## src/rtl/tpg_pkg.sv

```systemverilog
package tpg_pkg;

   typedef enum logic [1:0] {
      ST_IDLE,
      ST_SETUP,
      ST_RUN,
      ST_DONE
   } tpg_state_t;

   typedef enum logic [1:0] {
      SG_RISE,
      SG_HIGH,
      SG_FALL,
      SG_LOW
   } tpg_seg_t;

   // successor in the fixed phase order
   function automatic tpg_seg_t tpg_succ(input tpg_seg_t s);
      case (s)
         SG_RISE: return SG_HIGH;
         SG_HIGH: return SG_FALL;
         default: return SG_LOW;
      endcase
   endfunction

   // first phase at or after 'from' whose length is nonzero
   function automatic tpg_seg_t tpg_first_seg(input tpg_seg_t from,
                                              input logic r_nz,
                                              input logic h_nz,
                                              input logic f_nz);
      if (from == SG_RISE && r_nz) return SG_RISE;
      if ((from == SG_RISE || from == SG_HIGH) && h_nz) return SG_HIGH;
      if (from != SG_LOW && f_nz) return SG_FALL;
      return SG_LOW;
   endfunction

endpackage

```

## src/rtl/tpg_div.sv

```systemverilog
module tpg_div #(
   parameter int NUMW = 24,
   parameter int DENW = 16
) (
   input  logic            clk,
   input  logic            rst_n,
   input  logic            go,
   input  logic [NUMW-1:0] num,
   input  logic [DENW-1:0] den,
   output logic [NUMW-1:0] quo,
   output logic            busy
);
   localparam int CNTW = $clog2(NUMW + 1);

   logic [NUMW-1:0] sh_q, q_q;
   logic [DENW-1:0] rem_q, den_q;
   logic [CNTW-1:0] cnt_q;
   logic [DENW:0]   trial;
   logic            fits;

   assign trial = {rem_q, sh_q[NUMW-1]};
   assign fits  = (trial >= {1'b0, den_q});

   always_ff @(posedge clk or negedge rst_n) begin
      if (!rst_n) begin
         sh_q  <= '0;
         q_q   <= '0;
         rem_q <= '0;
         den_q <= '0;
         cnt_q <= '0;
      end else if (go) begin
         sh_q  <= num;
         den_q <= den;
         rem_q <= '0;
         q_q   <= '0;
         cnt_q <= CNTW'(NUMW);
      end else if (cnt_q != '0) begin
         sh_q  <= {sh_q[NUMW-2:0], 1'b0};
         rem_q <= fits ? DENW'(trial - {1'b0, den_q}) : trial[DENW-1:0];
         q_q   <= {q_q[NUMW-2:0], fits};
         cnt_q <= cnt_q - 1'b1;
      end
   end

   assign quo  = q_q;
   assign busy = (cnt_q != '0);
endmodule

```

## src/rtl/tpg_phase.sv

```systemverilog
module tpg_phase #(
   parameter int IW = 16,
   parameter int FW = 8
) (
   input  logic            clk,
   input  logic            rst_n,
   input  logic            clear,
   input  logic            step,
   input  logic [IW+FW-1:0] period,
   output logic [IW:0]     len
);
   logic [FW-1:0]    frac_q;
   logic [IW+FW:0]   sum;

   assign sum = {1'b0, period} + {{(IW+1){1'b0}}, frac_q};
   assign len = sum[IW+FW:FW];

   always_ff @(posedge clk or negedge rst_n) begin
      if (!rst_n)     frac_q <= '0;
      else if (clear) frac_q <= '0;
      else if (step)  frac_q <= sum[FW-1:0];
   end
endmodule

```

## src/rtl/tpg_shape.sv

```systemverilog
module tpg_shape
   import tpg_pkg::*;
#(
   parameter int DW = 12,
   parameter int CW = 16,
   parameter int RF = 12
) (
   input  logic             clk,
   input  logic             rst_n,
   input  logic             restart,
   input  logic             adv,
   input  logic [DW-1:0]    amp,
   input  logic [CW-1:0]    rise,
   input  logic [CW-1:0]    high,
   input  logic [CW-1:0]    fall,
   input  logic [DW+RF-1:0] inc_r,
   input  logic [DW+RF-1:0] inc_f,
   output logic [DW-1:0]    value
);
   localparam int AW = DW + RF;

   tpg_seg_t        seg_q, tgt;
   logic [CW-1:0]   cnt_q, tgt_len;
   logic [AW-1:0]   acc_q, tgt_acc;
   logic            r_nz, h_nz, f_nz, leave;

   assign r_nz  = (rise != '0);
   assign h_nz  = (high != '0);
   assign f_nz  = (fall != '0);
   assign leave = (seg_q != SG_LOW) && (cnt_q == CW'(1));

   always_comb begin
      tgt = restart ? tpg_first_seg(SG_RISE, r_nz, h_nz, f_nz)
                    : tpg_first_seg(tpg_succ(seg_q), r_nz, h_nz, f_nz);
      case (tgt)
         SG_RISE: tgt_len = rise;
         SG_HIGH: tgt_len = high;
         SG_FALL: tgt_len = fall;
         default: tgt_len = '0;
      endcase
      tgt_acc = (tgt == SG_FALL) ? {amp, {RF{1'b0}}} : '0;
   end

   always_ff @(posedge clk or negedge rst_n) begin
      if (!rst_n) begin
         seg_q <= SG_LOW;
         cnt_q <= '0;
         acc_q <= '0;
      end else if (restart || (adv && leave)) begin
         seg_q <= tgt;
         cnt_q <= tgt_len;
         acc_q <= tgt_acc;
      end else if (adv && seg_q != SG_LOW) begin
         cnt_q <= cnt_q - 1'b1;
         if (seg_q == SG_RISE)      acc_q <= acc_q + inc_r;
         else if (seg_q == SG_FALL) acc_q <= acc_q - inc_f;
      end
   end

   always_comb begin
      case (seg_q)
         SG_RISE, SG_FALL: value = acc_q[AW-1:RF];
         SG_HIGH:          value = amp;
         default:          value = '0;
      endcase
   end
endmodule

```

## src/rtl/trap_pulse_gen.sv

```systemverilog
module trap_pulse_gen
   import tpg_pkg::*;
#(
   parameter int DW = 12,
   parameter int CW = 16,
   parameter int FW = 8,
   parameter int NW = 16,
   parameter int RF = 12
) (
   input  logic             clk,
   input  logic             rst_n,
   input  logic             start,
   input  logic             stop,
   input  logic [DW-1:0]    cfg_amp,
   input  logic [CW-1:0]    cfg_rise,
   input  logic [CW-1:0]    cfg_high,
   input  logic [CW-1:0]    cfg_fall,
   input  logic [CW+FW-1:0] cfg_period,
   input  logic [NW-1:0]    cfg_count,
   output logic [DW-1:0]    sample_out,
   output logic             running,
   output logic             period_strobe,
   output logic [NW-1:0]    periods_done,
   output logic             done
);
   localparam int AW = DW + RF;

   generate
      if (DW < 2 || CW < 2 || FW < 1 || RF < 1 || NW < 1) begin : g_bad_param
         $error("trap_pulse_gen: parameter out of range");
      end
   endgenerate

   tpg_state_t        state_q;
   logic [DW-1:0]     amp_q;
   logic [CW-1:0]     rise_q, high_q, fall_q;
   logic [CW+FW-1:0]  per_q;
   logic [NW-1:0]     cnt_q, pdone_q, pd_nxt;
   logic [CW:0]       idx_q, plen_q, len_w;
   logic              accept, setup_ok, in_run, last, finish;
   logic              sh_restart, sh_adv;
   logic [1:0]        busy_w;
   logic [1:0][AW-1:0] inc_w;
   logic [1:0][CW-1:0] den_w;
   logic [DW-1:0]     shape_val;

   assign accept   = start && !stop && (state_q == ST_IDLE || state_q == ST_DONE);
   assign setup_ok = (state_q == ST_SETUP) && !stop && (busy_w == '0);
   assign in_run   = (state_q == ST_RUN);
   assign last     = (idx_q == plen_q - 1'b1);
   assign pd_nxt   = pdone_q + 1'b1;
   assign finish   = in_run && last && (cnt_q != '0) && (pd_nxt == cnt_q);
   assign sh_restart = setup_ok || (in_run && !stop && last && !finish);
   assign sh_adv     = in_run && !stop && !last;
   assign den_w    = {cfg_fall, cfg_rise};

   // one slope divider per ramp
   generate
      for (genvar g = 0; g < 2; g++) begin : g_slope
         tpg_div #(.NUMW(AW), .DENW(CW)) u_div (
            .clk  (clk),
            .rst_n(rst_n),
            .go   (accept),
            .num  ({cfg_amp, {RF{1'b0}}}),
            .den  (den_w[g]),
            .quo  (inc_w[g]),
            .busy (busy_w[g])
         );
      end
   endgenerate

   tpg_phase #(.IW(CW), .FW(FW)) u_phase (
      .clk   (clk),
      .rst_n (rst_n),
      .clear (accept),
      .step  (sh_restart),
      .period(per_q),
      .len   (len_w)
   );

   tpg_shape #(.DW(DW), .CW(CW), .RF(RF)) u_shape (
      .clk    (clk),
      .rst_n  (rst_n),
      .restart(sh_restart),
      .adv    (sh_adv),
      .amp    (amp_q),
      .rise   (rise_q),
      .high   (high_q),
      .fall   (fall_q),
      .inc_r  (inc_w[0]),
      .inc_f  (inc_w[1]),
      .value  (shape_val)
   );

   always_ff @(posedge clk or negedge rst_n) begin
      if (!rst_n) begin
         state_q <= ST_IDLE;
         amp_q   <= '0;
         rise_q  <= '0;
         high_q  <= '0;
         fall_q  <= '0;
         per_q   <= '0;
         cnt_q   <= '0;
         pdone_q <= '0;
         idx_q   <= '0;
         plen_q  <= '0;
      end else begin
         case (state_q)
            ST_IDLE, ST_DONE: begin
               if (accept) begin
                  amp_q   <= cfg_amp;
                  rise_q  <= cfg_rise;
                  high_q  <= cfg_high;
                  fall_q  <= cfg_fall;
                  per_q   <= cfg_period;
                  cnt_q   <= cfg_count;
                  pdone_q <= '0;
                  state_q <= ST_SETUP;
               end
            end
            ST_SETUP: begin
               if (stop) begin
                  state_q <= ST_IDLE;
               end else if (setup_ok) begin
                  state_q <= ST_RUN;
                  idx_q   <= '0;
                  plen_q  <= len_w;
               end
            end
            default: begin
               if (stop) begin
                  state_q <= ST_IDLE;
               end else if (last) begin
                  pdone_q <= pd_nxt;
                  if (finish) begin
                     state_q <= ST_DONE;
                  end else begin
                     idx_q  <= '0;
                     plen_q <= len_w;
                  end
               end else begin
                  idx_q <= idx_q + 1'b1;
               end
            end
         endcase
      end
   end

   assign running       = in_run;
   assign period_strobe = in_run && (idx_q == '0);
   assign sample_out    = in_run ? shape_val : '0;
   assign periods_done  = pdone_q;
   assign done          = (state_q == ST_DONE);
endmodule

```

## config.mk

```make
export PLATFORM = sky130hd
export DESIGN_NAME = trap_pulse_gen
export DESIGN_NICKNAME = d
export VERILOG_FILES = /design/src/rtl/tpg_pkg.sv /design/src/rtl/tpg_div.sv /design/src/rtl/tpg_phase.sv /design/src/rtl/tpg_shape.sv /design/src/rtl/trap_pulse_gen.sv
export SDC_FILE = /design/constraint.sdc
export NUM_CORES = 1
export LEC_CHECK = 0
export ABC_AREA = 1
export BUFFER_PORTS_ARGS = -buffer_cell sky130_fd_sc_hd__buf_2
export CAP_MARGIN = 20
export CORE_MARGIN = 1
export CORE_UTILIZATION = 60
export CTS_CLUSTER_DIAMETER = 30
export CTS_CLUSTER_SIZE = 40
export DETAILED_ROUTE_END_ITERATION = 16
export PLACE_DENSITY = 0.79
export SKIP_CTS_REPAIR_TIMING = 1
export SLEW_MARGIN = 20
export SYNTH_ARGS = -nofsm -noshare
export SYNTH_HDL_FRONTEND = slang
export SYNTH_SLANG_ARGS = --single-unit
```

## constraint.sdc

```tcl
create_clock -name clk -period 9.6 [get_ports clk]
set_input_delay 0.96 -clock clk [delete_from_list [all_inputs] [get_ports clk]]
set_output_delay 0.96 -clock clk [all_outputs]
set_load 0.1 [all_outputs]
```

Word-level counts from Yosys, hierarchy flattened
Index checks and enable logic that the tools add are counted.
Operators by class
  add/subtract/negate cells: 11
  magnitude comparators: 2
  equal/unequal tests: 19
  multiplexer cells: 79
  bitwise logic cells: 3
  reductions and logical operators: 54
Operators by type and width (count)
  $mux W24: 13
  $mux W16: 11
  $mux W17: 10
  $pmux W17 S2: 2
  $reduce_bool A16 Y1: 4
  $pmux W16 S3: 1
  $mux W2: 19
  $ge A17 B16 Y1: 2
  $pmux W16 S2: 1
  $sub A16 B16 Y16: 2
  $add A24 B8 Y25: 1
  $add A24 B24 Y24: 1
  $pmux W12 S2: 1
  $sub A24 B24 Y24: 1
  $mux W5: 4
  $logic_and A1 B1 Y1: 18
  $add A17 B1 Y17 const B: 1
  $eq A17 B17 Y1: 1
  $logic_not A17 Y1: 1
  $sub A17 B1 Y17 const B: 1
  $add A16 B1 Y16 const B: 1
  $eq A16 B1 Y1 const B: 1
  $eq A16 B16 Y1: 1
  $mux W8: 2
  23 further kinds: 68
Word-level totals
  register bits after elaboration: 372
  bits of input ports: 104
  output and inout bits: 31
  word-level logic and storage cells: 192

Longest topological paths before layout
Gate-level depths: netlist (run 1).
  depth in word-level cells: 16
  mapped depth: 26
  depth with buffers taken out: 26

Hierarchy
A second synthesis (run 1) with hierarchy kept.
Second synthesis, totals
  cell total of the unflattened synthesis: 3432
  area, all modules: 24298.3 µm²
By module, submodules not included
  trap_pulse_gen: instances 1, cells each 1086, area an instance 8105.3 µm², seq. area each 3803.6 µm²
  tpg_shape: instances 1, cells each 879, area an instance 5337.6 µm², seq. area each 1053.5 µm²
  tpg_div at g_slope[1].u_div: instances 1, cells each 604, area an instance 4728.3 µm², seq. area each 2127.0 µm²
  tpg_div at g_slope[0].u_div: instances 1, cells each 605, area an instance 4672.0 µm², seq. area each 2127.0 µm²
  tpg_phase: instances 1, cells each 258, area an instance 1455.1 µm², seq. area each 200.2 µm²

Worst setup path before layout (run 1)
No wires, ideal clock.
  kind: reg-to-output
  start: reg state_q[0]
  end: out period_strobe
  arrival time: 4.990 ns
  required time: 8.640 ns
  setup slack: 3.650 ns
  stages on the path, launching flop included: 7
  buffers on the path: 0
  cells stage by stage: dfrtp_1 inv_1 ha_1 clkinv_1 nor4_1 nand3_1 nor4_1
On the way
  word-level cells in the longest chain between the ends: 2
RTL lines
  start, declared: line trap_pulse_gen.sv:34  | tpg_state_t state_q;
  start signal, assigned: line trap_pulse_gen.sv:97  | state_q <= ST_IDLE;
  start signal, assigned: line trap_pulse_gen.sv:118  | state_q <= ST_SETUP;
  start signal, assigned: line trap_pulse_gen.sv:123  | state_q <= ST_IDLE;
  $eq A2 B2 Y1: line trap_pulse_gen.sv:49  | assign in_run = (state_q == ST_RUN);
  via running: line trap_pulse_gen.sv:21  | output logic running,
  $logic_and A1 B1 Y1: line trap_pulse_gen.sv:150  | assign period_strobe = in_run && (idx_q == '0);
  end, declared: line trap_pulse_gen.sv:22  | output logic period_strobe,
The timed path passes the listed nets, and every way through them passes these cells.

Worst setup path in the final report (run 1)
  start: reg u_shape.seg_q[0]
  end: reg u_shape.acc_q[22]
On the way
  word-level cells in the longest chain between the ends: 14
  elaborated cells on any way between the ends: 36
  classes of those cells: eq/ne: 6; mux: 17; reduce/logical: 13
RTL lines
  start, declared: line tpg_shape.sv:22  | tpg_seg_t seg_q, tgt;
  start signal, assigned: line tpg_shape.sv:50  | seg_q <= tgt;
  $eq A2 B1 Y1 or $logic_not A2 Y1 (tied branches): line tpg_pkg.sv:19, tpg_shape.sv:55
  $pmux W2 S2: line tpg_pkg.sv:19  | case (s)
  $ne A2 B2 Y1, or another cell as far along: line tpg_pkg.sv:33  | if (from != SG_LOW && f_nz) return SG_FALL;
  $logic_and A1 B1 Y1 or $logic_or A1 B1 Y1 (tied branches): line tpg_pkg.sv:33, tpg_pkg.sv:32
  $mux W1 or $logic_and A1 B1 Y1 (tied branches): line tpg_pkg.sv:33, tpg_pkg.sv:32
  $mux W1 or $mux W2 (tied branches): line tpg_pkg.sv:33, tpg_pkg.sv:32
  $mux W1 or $mux W2 (tied branches): line tpg_pkg.sv:32, tpg_pkg.sv:33
  $mux W2: line tpg_pkg.sv:34  | return SG_LOW;
  $mux W2: line tpg_pkg.sv:33
  $mux W2: line tpg_pkg.sv:32  | if ((from == SG_RISE || from == SG_HIGH) && h_nz) return SG_HIGH;
  $mux W2: line tpg_shape.sv:33  | tgt = restart ? tpg_first_seg(SG_RISE, r_nz, h_nz, f_nz)
  $eq A2 B2 Y1: line tpg_shape.sv:41  | tgt_acc = (tgt == SG_FALL) ? {amp, {RF{1'b0}}} : '0;
  $mux W24: line tpg_shape.sv:41
  $mux W24: line tpg_shape.sv:49  | end else if (restart || (adv && leave)) begin
  end signal, assigned: line tpg_shape.sv:52  | acc_q <= tgt_acc;
  end signal, assigned: line tpg_shape.sv:55  | if (seg_q == SG_RISE) acc_q <= acc_q + inc_r;
  end signal, assigned: line tpg_shape.sv:56  | else if (seg_q == SG_FALL) acc_q <= acc_q - inc_f;
  end, declared: line tpg_shape.sv:24  | logic [AW-1:0] acc_q, tgt_acc;
Parallel ways exist; a longest one is shown, timed or not. The select of a mux whose other input is x is not followed.
A chain may end at the register's enable or synchronous reset.

==> results of run 1 <==
-- kinds of logic (layout without fill, tap and decap cells) --
| group | count (synthesis) | in the layout | share of synthesized area |
|---|---|---|---|
| buffers and inverters | 367 | 555 | 0.0740 |
| adder cells (fa/ha/maj) | 79 | 79 | 0.0524 |
| flip-flops | 316 | 316 | 0.407 |
| AO/OA/AOI/OAI | 520 | 520 | 0.148 |
| AND/OR/NAND/NOR | 1207 | 1207 | 0.270 |
| XOR/XNOR | 100 | 100 | 0.0454 |
| multiplexers | 5 | 5 | 0.00290 |
-- sequential cells by signal, indices dropped and copies added (netlist names), 13 cells and up --
signal               flops
fall_q                  16
u_shape.cnt_q           16
idx_q                   17
high_q                  16
plen_q                  17
g_slope.u_div.quo       48
rise_q                  13
per_q                   24
u_shape.acc_q           24
cnt_q                   16
g_slope.u_div.rem_q     32
g_slope.u_div.sh_q      24
periods_done            16
-- final timing paths --
| kind | start | endpoint | cells past startpoint |
|---|---|---|---|
| worst min register to register | u_phase.frac_q[0] | u_phase.frac_q[0] | 2 |
| min in group clk | u_phase.frac_q[0] | u_phase.frac_q[0] | 2 |
| max in group asynchronous | rst_n | u_shape.cnt_q[14] | 4 |
| worst max register to register | u_shape.seg_q[0] | u_shape.acc_q[22] | 19 |
| worst max-delay path | u_shape.seg_q[0] | u_shape.acc_q[22] | 19 |
| worst min-delay path | rst_n | periods_done[3] | 1 |
-- cells in the final DEF, fill, tap and decap left out, drive strengths merged, types with 13 or more instances in the layout --
cell type and count:
a21oi 163, buf 147, bufinv 13, clkbuf 83, clkinv 23, dfrtp 314, ha 75, inv 279
nand2 657, nand3 215, nand4 45, nor2 226, nor3 30, nor4 19, o21ai 244, o22ai 53
o31ai 15, xnor2 26, xor2 74
-- final cells by class --
cell class              count  area (um2)  area share
well taps                 402         503      0.0220
multi-input cells        1911       10100       0.441
inverters                 279        1050      0.0459
repair buffers            147         802      0.0350
flip-flops and latches    316        7910       0.345
clock inverters            46         666      0.0291
clock buffers              83        1870      0.0817
-- metrics by stage --
stage               hold WS (ns)  utilization  total power, mW  cells  setup WS (ns)
floorplan                  0.446            -             5.85   2594           3.65
global placement           0.457        0.641             6.76   3054           5.43
detailed placement         0.475        0.641             6.90   3054           5.31
CTS                        0.448        0.721             9.55   3183           5.27
global route               0.485        0.722             10.3   3184           4.72
finish                     0.428        0.722             9.61   3184           5.18
-- routing by layer --
layer,vias up,global-route usage,routed length (um)
li1,8929,-,-
met1,8854,0.434,23000
met2,777,0.569,26200
met3,167,0.0598,3760
met4,0,0.148,2110
met5,-,0,0
-- critical path: stages (launching register included) --
cell and delay, ns:
dfstp_2 0.47, nor2_1 0.13, buf_4 0.20, clkinv_1 0.65
nand2_1 0.25, o22ai_1 0.10, ha_1 0.36, nand2_1 0.06
o21ai_0 0.36, a21oi_1 0.17, o21ai_0 0.38, a21o_1 0.25
a21oi_1 0.12, o21ai_0 0.30, a21oi_1 0.13, xor2_1 0.16
nand2_1 0.06, nand2_1 0.05, nand2_1 0.05, nand2_1 0.05
-- power by group through the flow --
stage | logic, mW | clock network (mW) | registers (mW)
after floorplan | 3.32 | 0 | 2.53
after global placement | 4.28 | 0 | 2.48
after detailed placement | 4.41 | 0 | 2.50
after CTS | 4.49 | 2.57 | 2.50
after global routing | 5.09 | 2.65 | 2.58
final | 4.54 | 2.56 | 2.52
==> flow_summary.ini, run 1 <==
[critical_path]
required_ns = 10.07
worstSetupPathType = reg -> reg
ff2ff_setup_slack_ns = 5.18
start_kind = flop
worstSetupEndpointType = flop
cp_max_fo = 35
critPathArrivalTime_ns = 4.89

[place]
port_buffers = 134
place_congestion = 0.939
dpl_cell_area_um2 = 20300
dp_hpwl_um = 38600

[clocking]
tritoncts = yes
clockRootBuffer = clkbuf_16
clock_latency_ns = 0.59
h-tree-depth = 3
cts_buffers = 70
clkSinkCount = 316
clockBufferDepth = 3
clkTransAtPathRegs_ns = 0.04

[power_and_ir_drop]
power.net_switching_mw = 4.37
p_leak_nw = 11.0
power_density_nw_per_um2 = 420
p_comb_frac = 0.472
irDropWorstVdd_mv = 0.296
clkPwrFrac = 0.266
power_frac_seq = 0.262
p_sw_frac = 0.455
internal_power_mw = 5.24

[cells_and_area]
drive_above_1_share = 0.122
fin_nets = 2908
fillers = 2465
fin_area_um2 = 22900
diodes = 0
area_growth_pct = 17.9

[min_path]
hold_path_class = in -> async

[global_route]
antenna_found_initial = 0
grt_pass1_vias = 18400
grt_use_total = 0.340
overflow = 0
grt_max_degree = 99
grt_pass1_wl_um = 90900

[route]
firstDrtPassIters = 6
final_antenna_net_count = 0
via_per_inst = 5.88
avgRoutedWirePerCell_um = 17.3
first_iter_violations = 1559
drc = 0
drt_wl_total_um = 55000
dr_total_vias = 18700

[synth]
yosys.area.top_type = dfrtp_1
synth_edf_count = 0
ys_async_sr_fraction = 1.00
ys_top_cells_by_area = dfrtp_1, nand2_1, o21ai_0, nand3_1, inv_1
ys_seq_area_frac = 0.407
netlist_instances = 2594
synth_ff_type = dfrtp_1
yosys_warnings = 0
synth.avg_cell_area_um2 = 7.49
yosysMostFrequentCell = nand2_1
ys_ff_latch = 316
synth_area_um2 = 19400
syn_nets = 2777
synth.distinct_cells = 58
synth_top_area_frac = 0.404
yosys-top-cells-count = nand2_1, dfrtp_1, inv_1, o21ai_0

[timing]
finalCriticalPeriod_ns = 4.42
finalHoldViolCount = 0
fin_crit_sh = 0.460
slew_headroom = 0.361
report.final.slew_viol_count = 0
skew_ns = 0.0231
grt_setup_unrepaired = no
setup_tns_ns = 0
finalSetupViolations = 0
fmax_ghz = 0.226
worstMarginPinSlew_ns = 0.955

[outcome]
status = complete, no violations

[floorplan]
start_util = 0.613
row_count = 65
core_um2 = 31700
die_h_um = 182
die_w_um = 182
io_pins = 135
dieArea_um2 = 33100

[run]
cap_violations = 0
Power figures use the tool's default switching activity.
==> run 2: changes to the inputs <==
--- a/config.mk
+++ b/config.mk
@@ -5,15 +5,15 @@
 export SDC_FILE = /design/constraint.sdc
 export NUM_CORES = 1
 export LEC_CHECK = 0
-export ABC_AREA = 1
+export ABC_AREA = 0
 export BUFFER_PORTS_ARGS = -buffer_cell sky130_fd_sc_hd__buf_2
 export CAP_MARGIN = 20
 export CORE_MARGIN = 1
-export CORE_UTILIZATION = 60
+export CORE_UTILIZATION = 56
 export CTS_CLUSTER_DIAMETER = 30
 export CTS_CLUSTER_SIZE = 40
 export DETAILED_ROUTE_END_ITERATION = 16
-export PLACE_DENSITY = 0.79
+export PLACE_DENSITY = 0.78
 export SKIP_CTS_REPAIR_TIMING = 1
 export SLEW_MARGIN = 20
 export SYNTH_ARGS = -nofsm -noshare
==> constraint.sdc (replaced) <==
create_clock -name clk -period 3.8 [get_ports clk]
set_input_delay 0.38 -clock clk [delete_from_list [all_inputs] [get_ports clk]]
set_output_delay 0.38 -clock clk [all_outputs]
set_load 0.1 [all_outputs]
==> run 2 against run 1 <==
Compared with the run above: the flow now finishes with violations (hold timing, setup timing); fmax increased by 9.7%; die area increased by 6.2%; power increased to 2.6 times the previous value; utilization decreased by 1.2 points; largest cell class unchanged; via count decreased by 2.9%; setup slack got worse by 5.4 ns; final cell count decreased by 3.9%; largest power group unchanged; clock power increased to 2.7 times the previous value; final area increased by 4.5%; first-iteration DRC count decreased by 3.7%.
==> flow_summary.ini, run 2 <==
[outcome]
status = finished with violations
violations = hold timing, setup timing

[critical_path]
setup.worst_path.start = g_slope[1].u_div.quo[1]
crit_chain = or4_4 -> or3_4 -> nor2_4 -> xor2_1 -> o21ai_1 -> ha_1 -> and4_1 -> o211a_1 -> a221o_1 -> o211ai_1 -> a21oi_1 -> o31ai_2 -> o211a_1 -> o21ai_2 -> xor2_1 -> o21ai_1
cpPeakStageDelay_ns = 0.55
worstSetupPathType = reg -> reg
cp_slowest_cell = or4_4
reg2reg_to = u_shape.acc_q[23]
reg2reg_from = g_slope[1].u_div.quo[1]
cpLargestDelayFamily = compound AO/OA/AOI/OAI gates
worstRegToRegCells = 16
crit_cells = 16
worstSetupEndpointType = flop
required_ns = 4.30
cp_max_fo = 4
start_kind = flop
ff2ff_setup_slack_ns = -0.23
endpoint = u_shape.acc_q[23]
critPathArrivalTime_ns = 4.53
path_buf_inv = 0

[cells_and_area]
diodes = 0
drive_above_1_share = 0.177
final_util = 0.710
instances_no_fill = 3059
fillers = 2525
area_growth_pct = 24.1
final_common_cell = nand2_1
final_cell_mix = nand2_1, dfrtp_1, a21oi_1, nor2_1, o21ai_0
largest_register_ff_count = 48
fin_nets = 2734
fin_area_um2 = 23900

[timing]
fmax_ghz = 0.248
worst_slack_ns = -0.227
setup_tns_ns = -0.622
worstMarginPinSlew_ns = 0.755
finalSetupViolations = 4
slew_headroom = 0.497
hold_slack_ns = -0.00629
finalCriticalPeriod_ns = 4.03
fin_crit_sh = 1.06
skew_ns = 0.0249
report.final.slew_viol_count = 0
finalHoldViolCount = 7
grt_setup_unrepaired = yes

[place]
port_buffers = 134
placedCellCount = 2909
place_congestion = 0.941
dp_hpwl_um = 36900
dpl_cell_area_um2 = 20900

[synth]
yosys_warnings = 0
yosys-top-cells-count = nand2_1, dfrtp_1, a21oi_1, nor2_1, o21ai_0
synth.distinct_cells = 77
synth-xor-area-share = 0.0600
syn_nets = 2540
ys_ff_latch = 316
synth_ff_type = dfrtp_1
yosysMostFrequentCell = nand2_1
ys_top_cells_by_area = dfrtp_1, nand2_1, a21oi_1, ha_1, o21ai_0
synth_simple_gate_area_frac = 0.243
synth_fa_ha_area_frac = 0.0528
synth_area_um2 = 19300
synth_mux_area_frac = 0.0207
ys_async_sr_fraction = 1.00
yosys.area.top_type = dfrtp_1
ys_seq_area_frac = 0.410
synth.avg_cell_area_um2 = 8.18
netlist_instances = 2357
synth_top_family_by_area = simple AND/OR/NAND/NOR gates
synth_compound_area_frac = 0.168
synth_top_area_frac = 0.407
synth_edf_count = 0

[route]
drc = 0
first_iter_violations = 1502
final_antenna_net_count = 0
firstDrtPassIters = 6
drt_wl_total_um = 54800
avgRoutedWirePerCell_um = 17.9
via_per_inst = 5.94
dr_total_vias = 18200

[clocking]
clkTransAtPathRegs_ns = 0.05
clkSinkCount = 316
clockRootBuffer = clkbuf_16
clockBufferDepth = 3
clock_latency_ns = 0.59
tritoncts = yes
cts_buffers = 75
h-tree-depth = 3

[power_and_ir_drop]
irDropWorstVdd_mv = 0.843
p_leak_nw = 11.1
power_density_nw_per_um2 = 1050

[global_route]
grt_pass1_wl_um = 89500
overflow = 0
grt_use_total = 0.310
grt_pass1_vias = 18100
antenna_found_initial = 0
grt_max_degree = 111

[floorplan]
start_util = 0.572
io_pins = 135
die_w_um = 188
dieArea_um2 = 35200
die_h_um = 188
row_count = 67
core_um2 = 33700

[run]
cap_violations = 0

[min_path]
hold_path_class = in -> reg
hold_depth = 3
run 2: cell types whose count changed after synthesis, moves of 32 or more:
| cell | change |
|---|---|
| mux2i_1 | +32 |
| nor2_1 | -32 |
| a21oi_1 | +52 |
| inv_1 | -181 |
| nor2b_1 | +43 |
| nand2_1 | -112 |
| nand3_1 | -171 |
| clkbuf_1 | +43 |
| xnor2_1 | +45 |
| o22ai_1 | -49 |
| o21ai_0 | -73 |
run 2: layout make-up:
class | instances | area, um2 | share of cell area
Tap cell | 448 | 561 | 0.0234
Clock buffer | 87 | 2050 | 0.0855
Clock inverter | 50 | 651 | 0.0272
Timing Repair Buffer | 246 | 1660 | 0.0693
Inverter | 85 | 319 | 0.0133
Sequential cell | 316 | 7920 | 0.331
Multi-Input combinational cell | 1827 | 10800 | 0.450
run 2: worst min-delay path by stage:
stage	startpoint	endpoint
after floorplan	rst_n	amp_q[0]
after global placement	rst_n	cnt_q[4]
after detailed placement	rst_n	periods_done[7]
after CTS	rst_n	periods_done[7]
after global routing	cfg_high[7]	high_q[7]
final	cfg_period[0]	per_q[0]
run 2: cells by family after synthesis:
group,count (synthesis)
AND/OR/NAND/NOR,1034
multiplexers,39
flip-flops,316
buffers and inverters,214
XOR/XNOR,129
adder cells (fa/ha/maj),79
AO/OA/AOI/OAI,546
run 2: power breakdown:
| part | leakage, nW | switching (mW) | internal [mW] | total [mW] |
|---|---|---|---|---|
| clock network | 1.31 | 2.17 | 4.65 | 6.82 |
| logic | 5.90 | 6.94 | 5.00 | 11.9 |
| registers | 3.92 | 1.51 | 4.84 | 6.35 |
| total | 11.1 | 10.6 | 14.5 | 25.1 |
run 2: metrics by stage:
stage / total power [mW] / worst slack (ns)
finish: 25.1 / -0.227
detailed placement: 17.5 / -0.248
global placement: 17.0 / -0.193
floorplan: 14.4 / -0.0223
CTS: 24.5 / -0.283
global route: 26.8 / -0.487
run 2: tightest hold or removal path: cells and delay by family:
| kind | cells | cell delay, ns |
|---|---|---|
| buf+inv | 1 | 0.07 |
| simple gates | 2 | 0.09 |
run 2: routing by layer:
layer / share of wire / track usage / vias up
met1: 0.42 / 0.402 / 8815
met4: 0.033 / 0.129 / 0
met3: 0.058 / 0.0430 / 134
met2: 0.49 / 0.522 / 683
li1: - / - / 8545
met5: 0 / 0 / -
==> run 3: changes to the inputs <==
--- a/config.mk
+++ b/config.mk
@@ -9,11 +9,12 @@
 export BUFFER_PORTS_ARGS = -buffer_cell sky130_fd_sc_hd__buf_2
 export CAP_MARGIN = 20
 export CORE_MARGIN = 1
-export CORE_UTILIZATION = 56
+export CORE_UTILIZATION = 57
+export CTS_BUF_LIST = sky130_fd_sc_hd__clkbuf_4
 export CTS_CLUSTER_DIAMETER = 30
 export CTS_CLUSTER_SIZE = 40
 export DETAILED_ROUTE_END_ITERATION = 16
-export PLACE_DENSITY = 0.78
+export PLACE_DENSITY = 0.79
 export SKIP_CTS_REPAIR_TIMING = 1
 export SLEW_MARGIN = 20
 export SYNTH_ARGS = -nofsm -noshare
==> run 3 against run 2 <==
Compared with the run above: the run ends with setup timing left; power shrank 13%; sequential cell count is the same; final cell count grew 3.2%; critical path type unchanged; clock power shrank 49%; sequential share of layout area grew 0.75 points; hold slack gained 0.23 ns; global-route usage is essentially flat; die area shrank 1.7%; first-iteration DRC count grew 10%; wire length grew 3.1%.
==> flow_summary.ini, run 3 (synthesis results as in run 2) <==
[global_route]
grtUsageMet3 = 0.0450
antenna_found_initial = 3
grt_pass1_wl_um = 86300
grt_use_total = 0.311
grt_max_degree = 108
busiest_layer = met2
overflow = 0
grt_util_met2 = 0.517
grt_pass1_vias = 17500
met1_usage = 0.406

[route]
avgRoutedWirePerCell_um = 17.9
final_antenna_net_count = 0
drc = 0
first_iter_violations = 1659
via_per_inst = 5.97
drt_wl_total_um = 56500
firstDrtPassIters = 6
dr_total_vias = 18900

[cells_and_area]
fin_nets = 2836
final_cell_mix = nand2_1, dfrtp_1, a21oi_1, nor2_1, o21ai_0
multi_input_area_um2 = 10700
area_growth_pct = 21.3
fillers = 2446
fin_area_um2 = 23400
final_util = 0.710
largest_register_ff_count = 48
regArea_um2 = 7920
final_common_cell = nand2_1
drive_above_1_share = 0.164

[clocking]
h-tree-depth = 3
clkSinkCount = 316
clockRootBuffer = clkbuf_4
cts_buffers = 75
clock_latency_ns = 0.79
tritoncts = yes
clkTransAtPathRegs_ns = 0.10
clockBufferDepth = 3

[floorplan]
core_um2 = 32900
die_h_um = 186
start_util = 0.585
die_w_um = 186
io_pins = 135
row_count = 66
dieArea_um2 = 34600

[run]
cap_violations = 0

[power_and_ir_drop]
power_density_nw_per_um2 = 935
irDropWorstVdd_mv = 0.624
p_leak_nw = 10.9

[critical_path]
ff2ff_setup_slack_ns = -0.26
required_ns = 4.40
worstSetupEndpointType = flop
cp_max_fo = 4
critPathArrivalTime_ns = 4.66
start_kind = flop
worstRegToRegCells = 16
worstSetupPathType = reg -> reg
reg2reg_from = g_slope[1].u_div.quo[1]
reg2reg_to = u_shape.acc_q[21]

[timing]
finalHoldViolCount = 0
worst_slack_ns = -0.260
grt_setup_unrepaired = yes
fmax_ghz = 0.246
finalSetupViolations = 7
skew_ns = 0.0886
finalCriticalPeriod_ns = 4.06
report.final.slew_viol_count = 0
worstMarginPinSlew_ns = 0.776
fin_crit_sh = 1.07
slew_headroom = 0.483

[place]
port_buffers = 134
place_congestion = 0.923
dp_hpwl_um = 36100
dpl_cell_area_um2 = 20800

[outcome]
violations = setup timing
status = finished with violations

[min_path]
hold_path_class = in -> async
run 3: where the power goes:
part           internal, mW  leakage (nW)  total [mW]  switching, mW
Sequential             4.82          3.92        6.30           1.49
Combinational          5.06          6.34        12.1           7.03
Clock                  1.89         0.639        3.49           1.60
Total                  11.8          10.9        21.9           10.1
run 3: metrics by stage:
| stage | worst slack, ns | TNS, ns | total power [mW] | cells | hold slack (ns) |
|---|---|---|---|---|---|
| final | -0.260 | -1.00 | 21.9 | 3157 | 0.225 |
| after global routing | -0.462 | -2.34 | 23.5 | 3157 | 0.257 |
| after CTS | -0.319 | -2.68 | 21.0 | 3034 | -0.387 |
| after detailed placement | -0.245 | -1.25 | 17.4 | 2898 | 0.421 |
| after global placement | -0.199 | -0.761 | 17.0 | 2898 | 0.413 |
| after floorplan | -0.0223 | -0.0223 | 14.4 | 2357 | 0.0844 |
run 3: area by class of cell:
type / instances / share of cell area
Antenna cell: 3 / 0.000321
Clock buffer: 86 / 0.0276
Clock inverter: 50 / 0.0236
Inverter: 85 / 0.0136
Multi-Input combinational cell: 1827 / 0.459
Sequential cell: 316 / 0.339
Tap cell: 442 / 0.0236
Timing Repair Buffer: 348 / 0.114
run 3: worst max-delay path, stage by stage, from the launching register on:
cell      delay (ns)
dfrtp_1         0.38
or4_4           0.54
or3_4           0.43
nor2_4          0.12
xor2_1          0.15
o21ai_1         0.09
ha_1            0.34
and4_1          0.23
o211a_1         0.13
a221o_1         0.34
o211ai_1        0.25
nand3b_1        0.18
a31oi_1         0.23
xor2_1          0.18
a21oi_1         0.10
a21oi_1         0.17
nor2_1          0.05
run 3: metal layers:
metal / vias to the layer above / part of all wire
met4: 0 / 0.036
met1: 8993 / 0.41
li1: 8777 / -
met2: 905 / 0.48
met5: - / 0
met3: 182 / 0.073
run 3: how the worst max path moves through the flow:
stage	start	end	slack [ns]
after global routing	g_slope[1].u_div.quo[1]	u_shape.acc_q[23]	-0.46
after floorplan	state_q[0]	period_strobe	-0.02
final	g_slope[1].u_div.quo[1]	u_shape.acc_q[21]	-0.26
after detailed placement	g_slope[1].u_div.quo[0]	u_shape.acc_q[23]	-0.24
after CTS	g_slope[1].u_div.quo[0]	u_shape.acc_q[23]	-0.32
after global placement	g_slope[1].u_div.quo[0]	u_shape.acc_q[23]	-0.20
